==> src/rtl/segchk_pkg.sv <==
package segchk_pkg;
  localparam int DESC_W     = 64;
  localparam int BASE_W     = 32;
  localparam int LIM_W      = 20;
  localparam int GRAN_SHIFT = 12;
  localparam int PL_W       = 2;
  localparam int OP_W       = 3;
  localparam int FLT_W      = 3;

  typedef enum logic [OP_W-1:0] {
    OP_LOAD_DATA  = 3'd0,
    OP_LOAD_STACK = 3'd1,
    OP_READ       = 3'd2,
    OP_WRITE      = 3'd3,
    OP_EXEC       = 3'd4
  } seg_op_e;

  typedef enum logic [FLT_W-1:0] {
    FLT_NONE   = 3'd0,
    FLT_ABSENT = 3'd1,
    FLT_TYPE   = 3'd2,
    FLT_PRIV   = 3'd3,
    FLT_LIMIT  = 3'd4
  } fault_e;
endpackage

==> src/rtl/seg_desc_decode.sv <==
module seg_desc_decode
  import segchk_pkg::*;
(
  input  logic [DESC_W-1:0] desc,
  output logic [BASE_W-1:0] base,
  output logic [BASE_W-1:0] eff_limit,
  output logic              present,
  output logic [PL_W-1:0]   dpl,
  output logic              is_sys,
  output logic              is_code,
  output logic              conforming,
  output logic              rw_bit
);
  localparam int LIM_LO_W  = 16;
  localparam int LIM_HI_W  = LIM_W - LIM_LO_W;
  localparam int SCALED_W  = LIM_W + GRAN_SHIFT;
  localparam int ACC_LSB   = 40;
  localparam int LIM_HI_LSB = 48;
  localparam int GRAN_BIT  = 55;

  logic [7:0]        acc;
  logic [LIM_W-1:0]  lim_raw;
  logic              gran;
  logic [BASE_W-1:0] byte_lim;
  logic [BASE_W-1:0] page_lim;
  logic [SCALED_W-1:0] scaled;
  logic              unused_desc;

  assign acc     = desc[ACC_LSB +: 8];
  assign lim_raw = {desc[LIM_HI_LSB +: LIM_HI_W], desc[LIM_LO_W-1:0]};
  assign gran    = desc[GRAN_BIT];
  assign base    = {desc[63:56], desc[39:32], desc[31:16]};

  assign present    = acc[7];
  assign dpl        = acc[6:5];
  assign is_sys     = ~acc[4];
  assign is_code    = acc[3];
  assign conforming = acc[2];
  assign rw_bit     = acc[1];

  assign unused_desc = ^{desc[54:52], acc[0]};

  assign scaled   = {lim_raw, {GRAN_SHIFT{1'b1}}};
  assign byte_lim = {{(BASE_W-LIM_W){1'b0}}, lim_raw};

  generate
    if (SCALED_W >= BASE_W) begin : g_trunc
      assign page_lim = scaled[BASE_W-1:0];
    end else begin : g_pad
      assign page_lim = {{(BASE_W-SCALED_W){1'b0}}, scaled};
    end
  endgenerate

  assign eff_limit = gran ? page_lim : byte_lim;

  always_comb begin
    if (!gran) p_byte_lim_r2: assert (eff_limit <= {{(BASE_W-LIM_W){1'b0}}, {LIM_W{1'b1}}});
    if (gran)  p_page_fill_r2: assert (&eff_limit[GRAN_SHIFT-1:0]);
  end
endmodule

==> src/rtl/seg_rights_check.sv <==
module seg_rights_check
  import segchk_pkg::*;
(
  input  logic [OP_W-1:0] op,
  input  logic [PL_W-1:0] cpl,
  input  logic [PL_W-1:0] rpl,
  input  logic [PL_W-1:0] dpl,
  input  logic            is_sys,
  input  logic            is_code,
  input  logic            conforming,
  input  logic            rw_bit,
  output logic            type_bad,
  output logic            priv_bad,
  output logic            is_access
);
  logic [PL_W-1:0] eff_pl;

  assign eff_pl = (cpl > rpl) ? cpl : rpl;

  always_comb begin
    type_bad  = 1'b0;
    priv_bad  = 1'b0;
    is_access = 1'b0;
    case (op)
      OP_LOAD_DATA: begin
        type_bad = is_sys | (is_code & ~rw_bit);
        priv_bad = ~(is_code & conforming) & (dpl < eff_pl);
      end
      OP_LOAD_STACK: begin
        type_bad = is_sys | is_code | ~rw_bit;
        priv_bad = (rpl != cpl) | (dpl != cpl);
      end
      OP_READ: begin
        type_bad  = is_sys | (is_code & ~rw_bit);
        is_access = 1'b1;
      end
      OP_WRITE: begin
        type_bad  = is_sys | is_code | ~rw_bit;
        is_access = 1'b1;
      end
      OP_EXEC: begin
        type_bad  = is_sys | ~is_code;
        is_access = 1'b1;
      end
      default: type_bad = 1'b1;
    endcase
  end

  always_comb begin
    if (is_sys) p_sys_rejected_r6: assert (type_bad);
    if (is_access) p_access_no_priv_r7: assert (!priv_bad);
  end
endmodule

==> src/rtl/seg_limit_addr.sv <==
module seg_limit_addr
  import segchk_pkg::*;
(
  input  logic [BASE_W-1:0] base,
  input  logic [BASE_W-1:0] eff_limit,
  input  logic [BASE_W-1:0] offset,
  input  logic              check_en,
  output logic              over_limit,
  output logic [BASE_W-1:0] sum
);
  assign over_limit = check_en & (offset > eff_limit);
  assign sum        = base + offset;

  always_comb begin
    if (!check_en) p_no_limit_on_load_r3: assert (!over_limit);
  end
endmodule

==> src/rtl/seg_rsp_stage.sv <==
module seg_rsp_stage #(
  parameter int W = 35
) (
  input  logic         clk,
  input  logic         rst_n,
  input  logic         in_valid,
  output logic         in_ready,
  input  logic [W-1:0] in_data,
  output logic         out_valid,
  input  logic         out_ready,
  output logic [W-1:0] out_data
);
  logic         v_q;
  logic [W-1:0] d_q;

  assign in_ready  = ~v_q | out_ready;
  assign out_valid = v_q;
  assign out_data  = d_q;

  always_ff @(posedge clk) begin
    if (!rst_n) begin
      v_q <= 1'b0;
      d_q <= '0;
    end else if (in_ready) begin
      v_q <= in_valid;
      if (in_valid) d_q <= in_data;
    end
  end

  p_hold_stalled_r10: assert property (@(posedge clk) disable iff (!rst_n)
    out_valid && !out_ready |=> out_valid && $stable(out_data));

  p_accept_shows_r10: assert property (@(posedge clk) disable iff (!rst_n)
    in_valid && in_ready |=> out_valid && out_data == $past(in_data));
endmodule

==> src/rtl/seg_check_unit.sv <==
module seg_check_unit
  import segchk_pkg::*;
(
  input  logic                clk,
  input  logic                rst_n,
  input  logic                req_valid,
  output logic                req_ready,
  input  logic [DESC_W-1:0]   req_desc,
  input  logic [15:0]         req_selector,
  input  logic [PL_W-1:0]     req_cpl,
  input  logic [OP_W-1:0]     req_op,
  input  logic [BASE_W-1:0]   req_offset,
  output logic                rsp_valid,
  input  logic                rsp_ready,
  output logic [FLT_W-1:0]    rsp_fault,
  output logic [BASE_W-1:0]   rsp_linear
);
  localparam int RSP_W = FLT_W + BASE_W;

  logic [BASE_W-1:0] base, eff_limit, sum, lin_c;
  logic              present, is_sys, is_code, conforming, rw_bit;
  logic [PL_W-1:0]   dpl, rpl;
  logic              type_bad, priv_bad, is_access, over_limit;
  logic [FLT_W-1:0]  fault_c;
  logic [RSP_W-1:0]  rsp_data;
  logic              unused_sel;

  assign rpl        = req_selector[PL_W-1:0];
  assign unused_sel = ^req_selector[15:PL_W];

  seg_desc_decode u_dec (
    .desc(req_desc), .base(base), .eff_limit(eff_limit), .present(present),
    .dpl(dpl), .is_sys(is_sys), .is_code(is_code), .conforming(conforming),
    .rw_bit(rw_bit)
  );

  seg_rights_check u_rights (
    .op(req_op), .cpl(req_cpl), .rpl(rpl), .dpl(dpl), .is_sys(is_sys),
    .is_code(is_code), .conforming(conforming), .rw_bit(rw_bit),
    .type_bad(type_bad), .priv_bad(priv_bad), .is_access(is_access)
  );

  seg_limit_addr u_lim (
    .base(base), .eff_limit(eff_limit), .offset(req_offset),
    .check_en(is_access), .over_limit(over_limit), .sum(sum)
  );

  always_comb begin
    if (!present)        fault_c = FLT_ABSENT;
    else if (type_bad)   fault_c = FLT_TYPE;
    else if (priv_bad)   fault_c = FLT_PRIV;
    else if (over_limit) fault_c = FLT_LIMIT;
    else                 fault_c = FLT_NONE;
  end

  assign lin_c    = (fault_c != FLT_NONE) ? '0 : (is_access ? sum : base);
  assign rsp_data = {fault_c, lin_c};

  seg_rsp_stage #(.W(RSP_W)) u_out (
    .clk(clk), .rst_n(rst_n), .in_valid(req_valid), .in_ready(req_ready),
    .in_data(rsp_data), .out_valid(rsp_valid), .out_ready(rsp_ready),
    .out_data({rsp_fault, rsp_linear})
  );

  p_absent_first_r4: assert property (@(posedge clk) disable iff (!rst_n)
    req_valid && !present |-> fault_c == FLT_ABSENT);

  p_limit_access_only_r3: assert property (@(posedge clk) disable iff (!rst_n)
    fault_c == FLT_LIMIT |-> is_access);

  p_stack_equal_r8: assert property (@(posedge clk) disable iff (!rst_n)
    req_valid && req_op == OP_LOAD_STACK && fault_c == FLT_NONE
      |-> rpl == req_cpl && dpl == req_cpl && !is_code);

  p_fault_zero_lin_r11: assert property (@(posedge clk) disable iff (!rst_n)
    rsp_valid && rsp_fault != FLT_NONE |-> rsp_linear == '0);

  p_exec_needs_code_r5: assert property (@(posedge clk) disable iff (!rst_n)
    req_valid && present && req_op == OP_EXEC && !is_code |-> fault_c == FLT_TYPE);
endmodule

==> config.mk <==
export PLATFORM = sky130hd
export DESIGN_NAME = seg_check_unit
export DESIGN_NICKNAME = d
export VERILOG_FILES = /design/src/rtl/segchk_pkg.sv /design/src/rtl/seg_desc_decode.sv /design/src/rtl/seg_rights_check.sv /design/src/rtl/seg_limit_addr.sv /design/src/rtl/seg_rsp_stage.sv /design/src/rtl/seg_check_unit.sv
export SDC_FILE = /design/constraint.sdc
export NUM_CORES = 1
export LEC_CHECK = 0
export ABC_AREA = 1
export BUFFER_PORTS_ARGS = -buffer_cell sky130_fd_sc_hd__buf_4
export CAP_MARGIN = 20
export CELL_PAD_IN_SITES_DETAIL_PLACEMENT = 1
export CELL_PAD_IN_SITES_GLOBAL_PLACEMENT = 1
export CORE_ASPECT_RATIO = 0.7
export CORE_MARGIN = 4
export CORE_UTILIZATION = 32
export DETAILED_ROUTE_END_ITERATION = 10
export PLACE_DENSITY_LB_ADDON = 0.1
export SETUP_SLACK_MARGIN = 0.5
export SLEW_MARGIN = 10
export SYNTH_ARGS = -nofsm -noshare
export SYNTH_HDL_FRONTEND = slang
export SYNTH_SLANG_ARGS = --single-unit
==> constraint.sdc <==
create_clock -name clk -period 2.2 [get_ports clk]
set_input_delay 0.11 -clock clk [delete_from_list [all_inputs] [get_ports clk]]
set_output_delay 0.11 -clock clk [all_outputs]
set_load 0.01 [all_outputs]
# Word-level counts from Yosys, hierarchy flattened
# Cells that the tools add are included.
# totals
reg_bits	36
inputBits	121
out_inout_bits	37
elab_cells	44
# classes
n_addsub	1
magnitude_cmp	3
n_eq_ne	6
mux	11
bitwise	15
n_reduce_logical	6
# ops
cell	n
$mux W32	3
$add A32 B32 Y32	1
$gt A32 B32 Y1	1
$mux W3	4
$eq A3 B2 Y1 const B	2
$or A1 B1 Y1	6
$not A1 Y1	5
$and A1 B1 Y1	4
$ne A2 B2 Y1	2
$reduce_or A2 Y1	2
$eq A3 B1 Y1 const B	1
$eq A3 B3 Y1 const B	1
$logic_not A3 Y1	1
$pmux W1 S3	1
$reduce_bool A3 Y1	1
$reduce_or A3 Y1	1
$gt A2 B2 Y1	1
$lt A2 B2 Y1	1
$mux W2	1
$pmux W1 S2	1
$reduce_and A2 Y1	1
$mux W1	1

# Depth between registers and ports, before layout
# Gate-level depths: netlist of the first run.
# logic_depth
word_depth	10
depth_mapped	19
depth_no_buf	18

# By module
# A second synthesis of the first run with hierarchy kept.
# unflattened
hier_cells	1215
hier_area_um2	6551.3
# modules_own_cells
mod	n_inst	cells_per_inst	area_per_inst_um2
seg_limit_addr	1	625	3223.1
seg_rsp_stage	1	234	1639.1
seg_check_unit	1	211	889.6
seg_desc_decode	1	103	565.5
seg_rights_check	1	42	234.0

# Worst setup path before layout of the first run
# OpenSTA, ideal clock, no wires.
# synth_path
path_kind	input to register
start	input port req_desc[55]
end	register u_out.d_q[15] (netlist: u_out.out_data[15])
arrival_time_ns	2.240
t_required_ns	2.131
slack_ns	-0.108
cell_stages	15
path_buffers	4
cell_sequence	clkbuf_1 -> buf_1 -> mux2i_1 -> ha_1 -> a21oi_1 -> o21ai_0 -> a21oi_1 -> nand2_1 -> nand2_1 -> nand2_1 -> a21oi_2 -> buf_6 -> buf_6 -> nand3_2 -> a21oi_2
# synth_between
elab_chain_cells	9
# synth_rtl
item	line_no	text
start, declared	seg_check_unit.sv:8	input logic [DESC_W-1:0] req_desc,
$mux W32	seg_desc_decode.sv:54	assign eff_limit = gran ? page_lim : byte_lim;
$gt A32 B32 Y1	seg_limit_addr.sv:11	assign over_limit = check_en & (offset > eff_limit);
$and A1 B1 Y1	seg_limit_addr.sv:11	
$mux W3	seg_check_unit.sv:52	else if (over_limit) fault_c = FLT_LIMIT;
$mux W3	seg_check_unit.sv:51	else if (priv_bad) fault_c = FLT_PRIV;
$mux W3	seg_check_unit.sv:50	else if (type_bad) fault_c = FLT_TYPE;
$mux W3	seg_check_unit.sv:49	if (!present) fault_c = FLT_ABSENT;
$reduce_bool A3 Y1	seg_check_unit.sv:56	assign lin_c = (fault_c != FLT_NONE) ? '0 : (is_access ? sum : base);
$mux W32	seg_check_unit.sv:56	
end signal, assigned	seg_rsp_stage.sv:26	if (in_valid) d_q <= in_data;
end, declared	seg_rsp_stage.sv:14	logic [W-1:0] d_q;
# No other way between the ends.
# A chain may end at the register's enable or synchronous reset.

# Worst setup path after layout of the first run
# layout_path
start	input port req_desc[55]
end	register u_out.d_q[17] (netlist: u_out.out_data[17])
# Same word-level chain as after synthesis.

==> results of run 1 <==
-- flip-flops by register name, indices dropped and copies added (netlist names) --
name	count
u_out.out_data	35
u_out.out_valid	1
-- final timing paths --
kind                     startpoint                 end
setup / recovery       req_desc[55]  u_out.out_data[17]
hold / removal         req_desc[47]  u_out.out_data[32]
hold reg to reg   u_out.out_data[3]   u_out.out_data[3]
setup reg to reg    u_out.out_valid   u_out.out_data[0]
-- cells by family after synthesis --
kind of cell / Yosys count / share of synthesized area
buf+inv: 162 / 0.119
simple gates: 549 / 0.434
compound gates: 112 / 0.118
fa+ha+maj: 68 / 0.162
flops: 36 / 0.136
mux: 8 / 0.0151
xor+xnor: 10 / 0.0165
-- layout by cell type, fill, tap and decap left out, types with 2 or more instances in the layout --
master	Yosys	layout
nand2_1	364	349
buf_4	0	172
inv_1	138	136
ha_1	67	58
nand3_1	66	55
nor2_1	75	55
a21oi_1	62	42
dfxtp_1	36	36
a21oi_2	9	27
o21ai_0	28	22
nor2_2	1	18
nand3_2	8	15
nand2_2	1	13
nand4_1	9	9
xnor2_1	9	9
mux2i_1	8	8
nand3b_1	7	7
o21ai_1	1	6
ha_4	0	6
buf_16	0	6
nor3_1	5	5
clkbuf_16	0	5
nand3_4	0	4
and2_1	4	4
nor2_4	1	4
o21a_1	4	4
or2_2	5	3
nand2_4	0	3
o21bai_1	3	3
ha_2	0	3
buf_12	0	3
o21ai_2	1	2
or2_4	0	2
inv_2	1	2
a21oi_4	0	2
clkinvlp_4	0	2
-- routing by layer --
layer  share of wire  up-vias
met1            0.52     3028
met5               0        -
met3           0.050       17
met2            0.42      162
met4          0.0093        0
li1                -     3325
-- area by class of cell --
class / instances / share of cell area
multi-input cells: 747 / 0.574
repair buffers: 182 / 0.202
clock inverters: 3 / 0.00562
inverters: 139 / 0.0695
well taps: 225 / 0.0372
clock buffers: 5 / 0.0165
flip-flops and latches: 36 / 0.0953
-- timing repair --
action / 4_1_cts / 5_1_grt
gates cloned: 5 / 0
setup endpoints to repair: 32 / 35
hold buffers: 0 / 0
setup buffers: 5 / 7
gates resized for setup: 74 / 31
pin swaps: 25 / 12
-- power by group through the flow --
stage                     sequential, W  clock [W]  combinational (W)
after floorplan                0.000694          0           0.000801
after global placement         0.000688          0            0.00133
after detailed placement       0.000688          0            0.00136
after CTS                      0.000674   0.000808            0.00148
after global routing           0.000676   0.000845            0.00172
final                          0.000675   0.000801            0.00154
-- worst register-to-register path: stages, from the launching register on --
cell and delay (ns):
dfxtp_1 0.32, nand2_1 0.08, nand2_1 0.13, clkinvlp_4 0.17
buf_4 0.24, o21ai_0 0.25, a21oi_2 0.04
-- through the flow --
step / setup slack, ns / hold WS [ns]
2_1_floorplan: 0.282 / 0.217
3_3_place_gp: -0.0127 / 0.335
3_5_place_dp: -0.0660 / 0.336
4_1_cts: 0.423 / 0.0526
5_1_grt: 0.190 / 0.0794
6_report: 0.327 / 0.0541
==> metrics, run 1 <==
status=completed; Max stage delay cell, worst path=ha_1; RSZ-0062 raised after global routing=yes; post-synth top area share=0.258; Seq/Total Area, Yosys=0.136; slowest stage delay, CP=roughly 0.27 ns; row cnt=39; Req. time, crit path=~2.4 ns; DR iter-0 viols=between 400 and 500; synthesized cell area=about 5300 um^2; Lkg Pwr=3.97 nW; dpl cells=roughly 1300; EDFF count, synth=0; Slew Limit Fails=0; cell count after synthesis=approximately 950; Die Ht=116 um; Tmin final=roughly 1.9 ns; CP Cell Sequence=buf_16 -> mux2i_1 -> ha_1 -> a21oi_2 -> o21ai_1 -> nand2_1 -> nand2_1 -> a21oi_2 -> nand2_4 -> buf_4 -> buf_6 -> nand2_1 -> nand3_2 -> nor2_2 -> nor2_1 -> nor2_1; Worst Skew=about 0.0066 ns; Async SR Flop Fraction=0; All-Layer GR Usage=0.235; Starting Density=0.325; maximum clock path buffer count=2; delay-heaviest family, CP=simple AND/OR/NAND/NOR gates; Sw Pwr=between 0.001 and 0.0015 W; CTS tree=done; remaining global-route overflow=0; DRT Pass-1 Iters=5; area of the multi-input gates=4340 um^2; Register-to-Register Path Depth=6; WHS Path Cells=2; most frequent CP cell=nand2_1; final-report setup violation count=0; Fillers=2255; min-delay worst type=in -> reg; final worst-path cycle share=0.851; DRT Wirelength=between 20000 and 25000 um; CTS Buf Count=5; WP data arrival=2.09 ns; largest area contributor in the netlist=nand2_1; clock share of power=0.266; met1 usage=0.356; clock-pin slew on the worst setup and hold paths=~0.06 ns; fmax=between 500 and 600 MHz; fin cells=1337; vias in the first global route=approximately 6600; Final Util=0.464; syn avg cell area=5.61 um^2; wire length per cell=around 17 um; Sink Count=36; critical path launch point type=primary input; die extent in x=162 um; CP max FO=8; grt met3 use=0.0235; #FFs+latches synth=36; layout cells sized above 1=0.268; final instance area=about 7600 um^2; core area=around 16000 um^2; Placed Area=between 6000 and 7000 um^2; area grow syn2layout=42.7%; Synth Net Count=1134; GPL Wtd Cong=0.879; post-route ant nets=0; DR vias=6532; Syn. warnings=0; dominant synthesized flop cell=dfxtp_1; Design Power=roughly 0.0030 W; worst ir drop on vdd=between 200 and 300 uV; setup_tns=0 ns; Crit. path cell count=16; first-pass GRT wire length=34900 um; GRT Max-Usage Layer=met2; met2 usage=0.370; critical path capture point type=register; Pwr Density=between 300 and 400 nW/um^2; largest net degree at the start of global routing=29; CTS H-Tree Depth=2; most frequent cells after synthesis=nand2_1, inv_1, nor2_1; Max Cap Violations=0; Final Hold Fails=0; WP buf/inv=3; clk_lat worst skew=0.28 ns; Reg2Reg Setup Slack=0.84 ns; Port-buffer cells=~140; Yosys cell types=38; Crit Path Class=in -> reg; I/O Pins=roughly 160; remaining routing DRC violations=0; Final nets=between 1000 and 1500; logic gate share of total power=0.510; ant diodes=0; sequential share of power=0.224; die area=around 19000 um^2; DP HPWL=around 18000 um; Tightest Pin Transition=between 0.6 and 0.7 ns; internal power=between 0.0015 and 0.002 W; vias per cell=between 4 and 5; most common cell in the netlist=nand2_1; Reg area=just over 700 um^2; Synth area leaders=nand2_1, ha_1, dfxtp_1; CTS Root Cell=clkbuf_16; Slew headroom=0.548; Net Sw Frac=0.395; initial antenna violation count=0
(Power assumes the default switching activity.)
==> inputs of run 2 (changes only) <==
--- a/config.mk
+++ b/config.mk
@@ -8,13 +8,11 @@
 export ABC_AREA = 1
 export BUFFER_PORTS_ARGS = -buffer_cell sky130_fd_sc_hd__buf_4
 export CAP_MARGIN = 20
-export CELL_PAD_IN_SITES_DETAIL_PLACEMENT = 1
-export CELL_PAD_IN_SITES_GLOBAL_PLACEMENT = 1
 export CORE_ASPECT_RATIO = 0.7
 export CORE_MARGIN = 4
-export CORE_UTILIZATION = 32
+export CORE_UTILIZATION = 40
 export DETAILED_ROUTE_END_ITERATION = 10
-export PLACE_DENSITY_LB_ADDON = 0.1
+export PLACE_DENSITY = 0.67
 export SETUP_SLACK_MARGIN = 0.5
 export SLEW_MARGIN = 10
 export SYNTH_ARGS = -nofsm -noshare
==> metrics, run 2 (same netlist as run 1, synthesis figures left out) <==
Final Hold Fails=0 (unchanged); Reg area=721 um^2 (unchanged); remaining global-route overflow=0 (unchanged); area of the multi-input gates=4310 um^2 (was 4340 um^2); wire length per cell=14.8 um (was 16.8 um); clk_lat worst skew=0.27 ns (was 0.28 ns); vias per cell=5.03 (was 4.89); Slew Limit Fails=0 (unchanged); delay-heaviest family, CP=compound AO/OA/AOI/OAI gates (was simple AND/OR/NAND/NOR gates); WP buf/inv=3 (unchanged); remaining routing DRC violations=0 (unchanged); critical path launch point type=primary input (unchanged); DR iter-0 viols=434 (was 418); RSZ-0062 raised after global routing=yes (unchanged); commonest non-fill, non-tap cell in the layout=nand2_1 (unchanged); CTS Root Cell=clkbuf_16 (unchanged); setup_tns=0 ns (unchanged); met1 usage=0.361 (was 0.356); All-Layer GR Usage=0.231 (was 0.235); Slew headroom=0.560 (was 0.548); DRT Wirelength=18600 um (was 22400 um); Reg2Reg Setup Slack=0.92 ns (was 0.84 ns); CP max FO=8 (unchanged); Max Cap Violations=0 (unchanged); Design Power=0.00282 W (was 0.00301 W); row cnt=34 (was 39); layout cells sized above 1=0.240 (was 0.268); Final nets=1280 (was 1300); Max stage delay cell, worst path=ha_1 (unchanged); initial antenna violation count=0 (unchanged); Sink Count=36 (unchanged); maximum clock path buffer count=2 (unchanged); final worst-path cycle share=0.810 (was 0.851); Fillers=1316 (was 2255); DP HPWL=15200 um (was 18400 um); grt met3 use=0.0327 (was 0.0235); Tmin final=1.78 ns (was 1.87 ns); met2 usage=0.340 (was 0.370); Pwr Density=387 nW/um^2 (was 398 nW/um^2); area grow syn2layout=37.3% (was 42.7%); DRT Pass-1 Iters=5 (unchanged); die area=15200 um^2 (was 18700 um^2); Fin Hold WS=0.0489 ns (was 0.0541 ns); largest net degree at the start of global routing=42 (was 29); critical path capture point type=register (unchanged); GRT Max-Usage Layer=met1 (was met2); CP Cell Sequence=buf_16 -> mux2i_1 -> ha_1 -> a21oi_1 -> o21ai_1 -> nand2_1 -> nand2_1 -> a21oi_2 -> nand2_4 -> a21oi_4 -> buf_12 -> buf_12 -> nand3_2 -> a21oi_2 (was buf_16 -> mux2i_1 -> ha_1 -> a21oi_2 -> o21ai_1 -> nand2_1 -> nand2_1 -> a21oi_2 -> nand2_4 -> buf_4 -> buf_6 -> nand2_1 -> nand3_2 -> nor2_2 -> nor2_1 -> nor2_1); slowest stage delay, CP=0.27 ns (about the same); Setup WS pre-CTS=-0.0486 ns (was -0.0660 ns); Die Ht=104 um (was 116 um); ant diodes=0 (unchanged); post-route ant nets=0 (unchanged); GPL Wtd Cong=0.944 (was 0.879); first-pass GRT wire length=29000 um (was 34900 um); final worst slack=0.418 ns (was 0.327 ns); CTS tree=done (unchanged); fin cells=1254 (was 1337); CTS H-Tree Depth=2 (unchanged); most frequent cells in the layout=nand2_1, buf_4, inv_1 (unchanged); min-delay worst type=in -> reg (unchanged); DR vias=6302 (was 6532); status=completed (unchanged); fmax=561 MHz (was 534 MHz); max reg flops=35 (unchanged); die extent in x=146 um (was 162 um); final-report setup violation count=0 (unchanged); vias in the first global route=5742 (was 6603); WP data arrival=2.00 ns (was 2.09 ns); core area=12700 um^2 (was 16300 um^2); Req. time, crit path=2.41 ns (was 2.42 ns); Worst Skew=0.00220 ns (was 0.00660 ns); worst ir drop on vdd=344 uV (was 251 uV); I/O Pins=158 (unchanged); CTS Buf Count=5 (unchanged); Starting Density=0.418 (was 0.325); Tightest Pin Transition=0.654 ns (was 0.677 ns); Crit Path Class=in -> reg (unchanged); Port-buffer cells=139 (unchanged); dpl cells=1237 (was 1312); Lkg Pwr=3.88 nW (was 3.97 nW); clock-pin slew on the worst setup and hold paths=0.06 ns (about the same)
==> run 2: changes by cell type in the layout (fill, tap and decap cells not counted), moves of 2 or more <==
cell,previous run,this run
nor2_2,18,15
a21oi_2,27,16
buf_4,172,153
nor2_1,55,57
nand3_2,15,18
ha_4,6,9
nand2_2,13,11
a21oi_1,42,53
inv_1,136,138
ha_2,3,1
nand3_4,4,1
==> run 2: path summary, 6_finish.rpt <==
path	from	end	cells after the start
max	req_desc[55]	u_out.out_data[25]	14
max reg2reg	u_out.out_valid	u_out.out_data[11]	7
min reg2reg	u_out.out_data[4]	u_out.out_data[4]	2
min	req_desc[47]	u_out.out_data[32]	2
==> run 2: report_power, final <==
group	internal [W]	leakage (nW)	switching [W]
clock network	0.000451	0.0701	0.000264
registers	0.000667	0.292	0.00000775
logic	0.000590	3.52	0.000838
total	0.00171	3.88	0.00111
==> run 2: worst reg2reg max path, cell delays in order, from the launching register on <==
cell,delay (ns)
dfxtp_1,0.31
nand2_1,0.10
nand2_1,0.07
inv_1,0.09
buf_12,0.24
o21ai_0,0.12
nand3b_1,0.17
a21oi_1,0.11
==> run 2: layout make-up <==
| cell class | count | area share |
|---|---|---|
| Clock buffer | 7 | 0.0196 |
| Multi-Input combinational cell | 747 | 0.592 |
| Sequential cell | 36 | 0.0991 |
| Tap cell | 162 | 0.0279 |
| Clock inverter | 1 | 0.00103 |
| Timing Repair Buffer | 162 | 0.189 |
| Inverter | 139 | 0.0717 |
==> run 2: repair_timing <==
| item | CTS | global route |
|---|---|---|
| cloned | 5 | 0 |
| buffers inserted | 2 | 2 |
| endpoints found under the hold margin | 0 | 0 |
| setup endpoints to repair | 32 | 32 |
| pin swaps | 5 | 18 |
| gates resized for setup | 33 | 58 |
| hold buffers | 0 | 0 |
==> run 2: routing by layer <==
| layer | vias up | wire length (um) |
|---|---|---|
| li1 | 3293 | - |
| met1 | 2781 | 9600 |
| met2 | 213 | 7420 |
| met3 | 15 | 1400 |
| met4 | 0 | 144 |
| met5 | - | 0 |
==> run 2: stage by stage <==
step	cell area [um^2]	utilization
6_report	7280	0.574
3_5_place_dp	6580	0.519
3_3_place_gp	6580	0.519
4_1_cts	7000	0.552
2_1_floorplan	5340	-
5_1_grt	7280	0.574
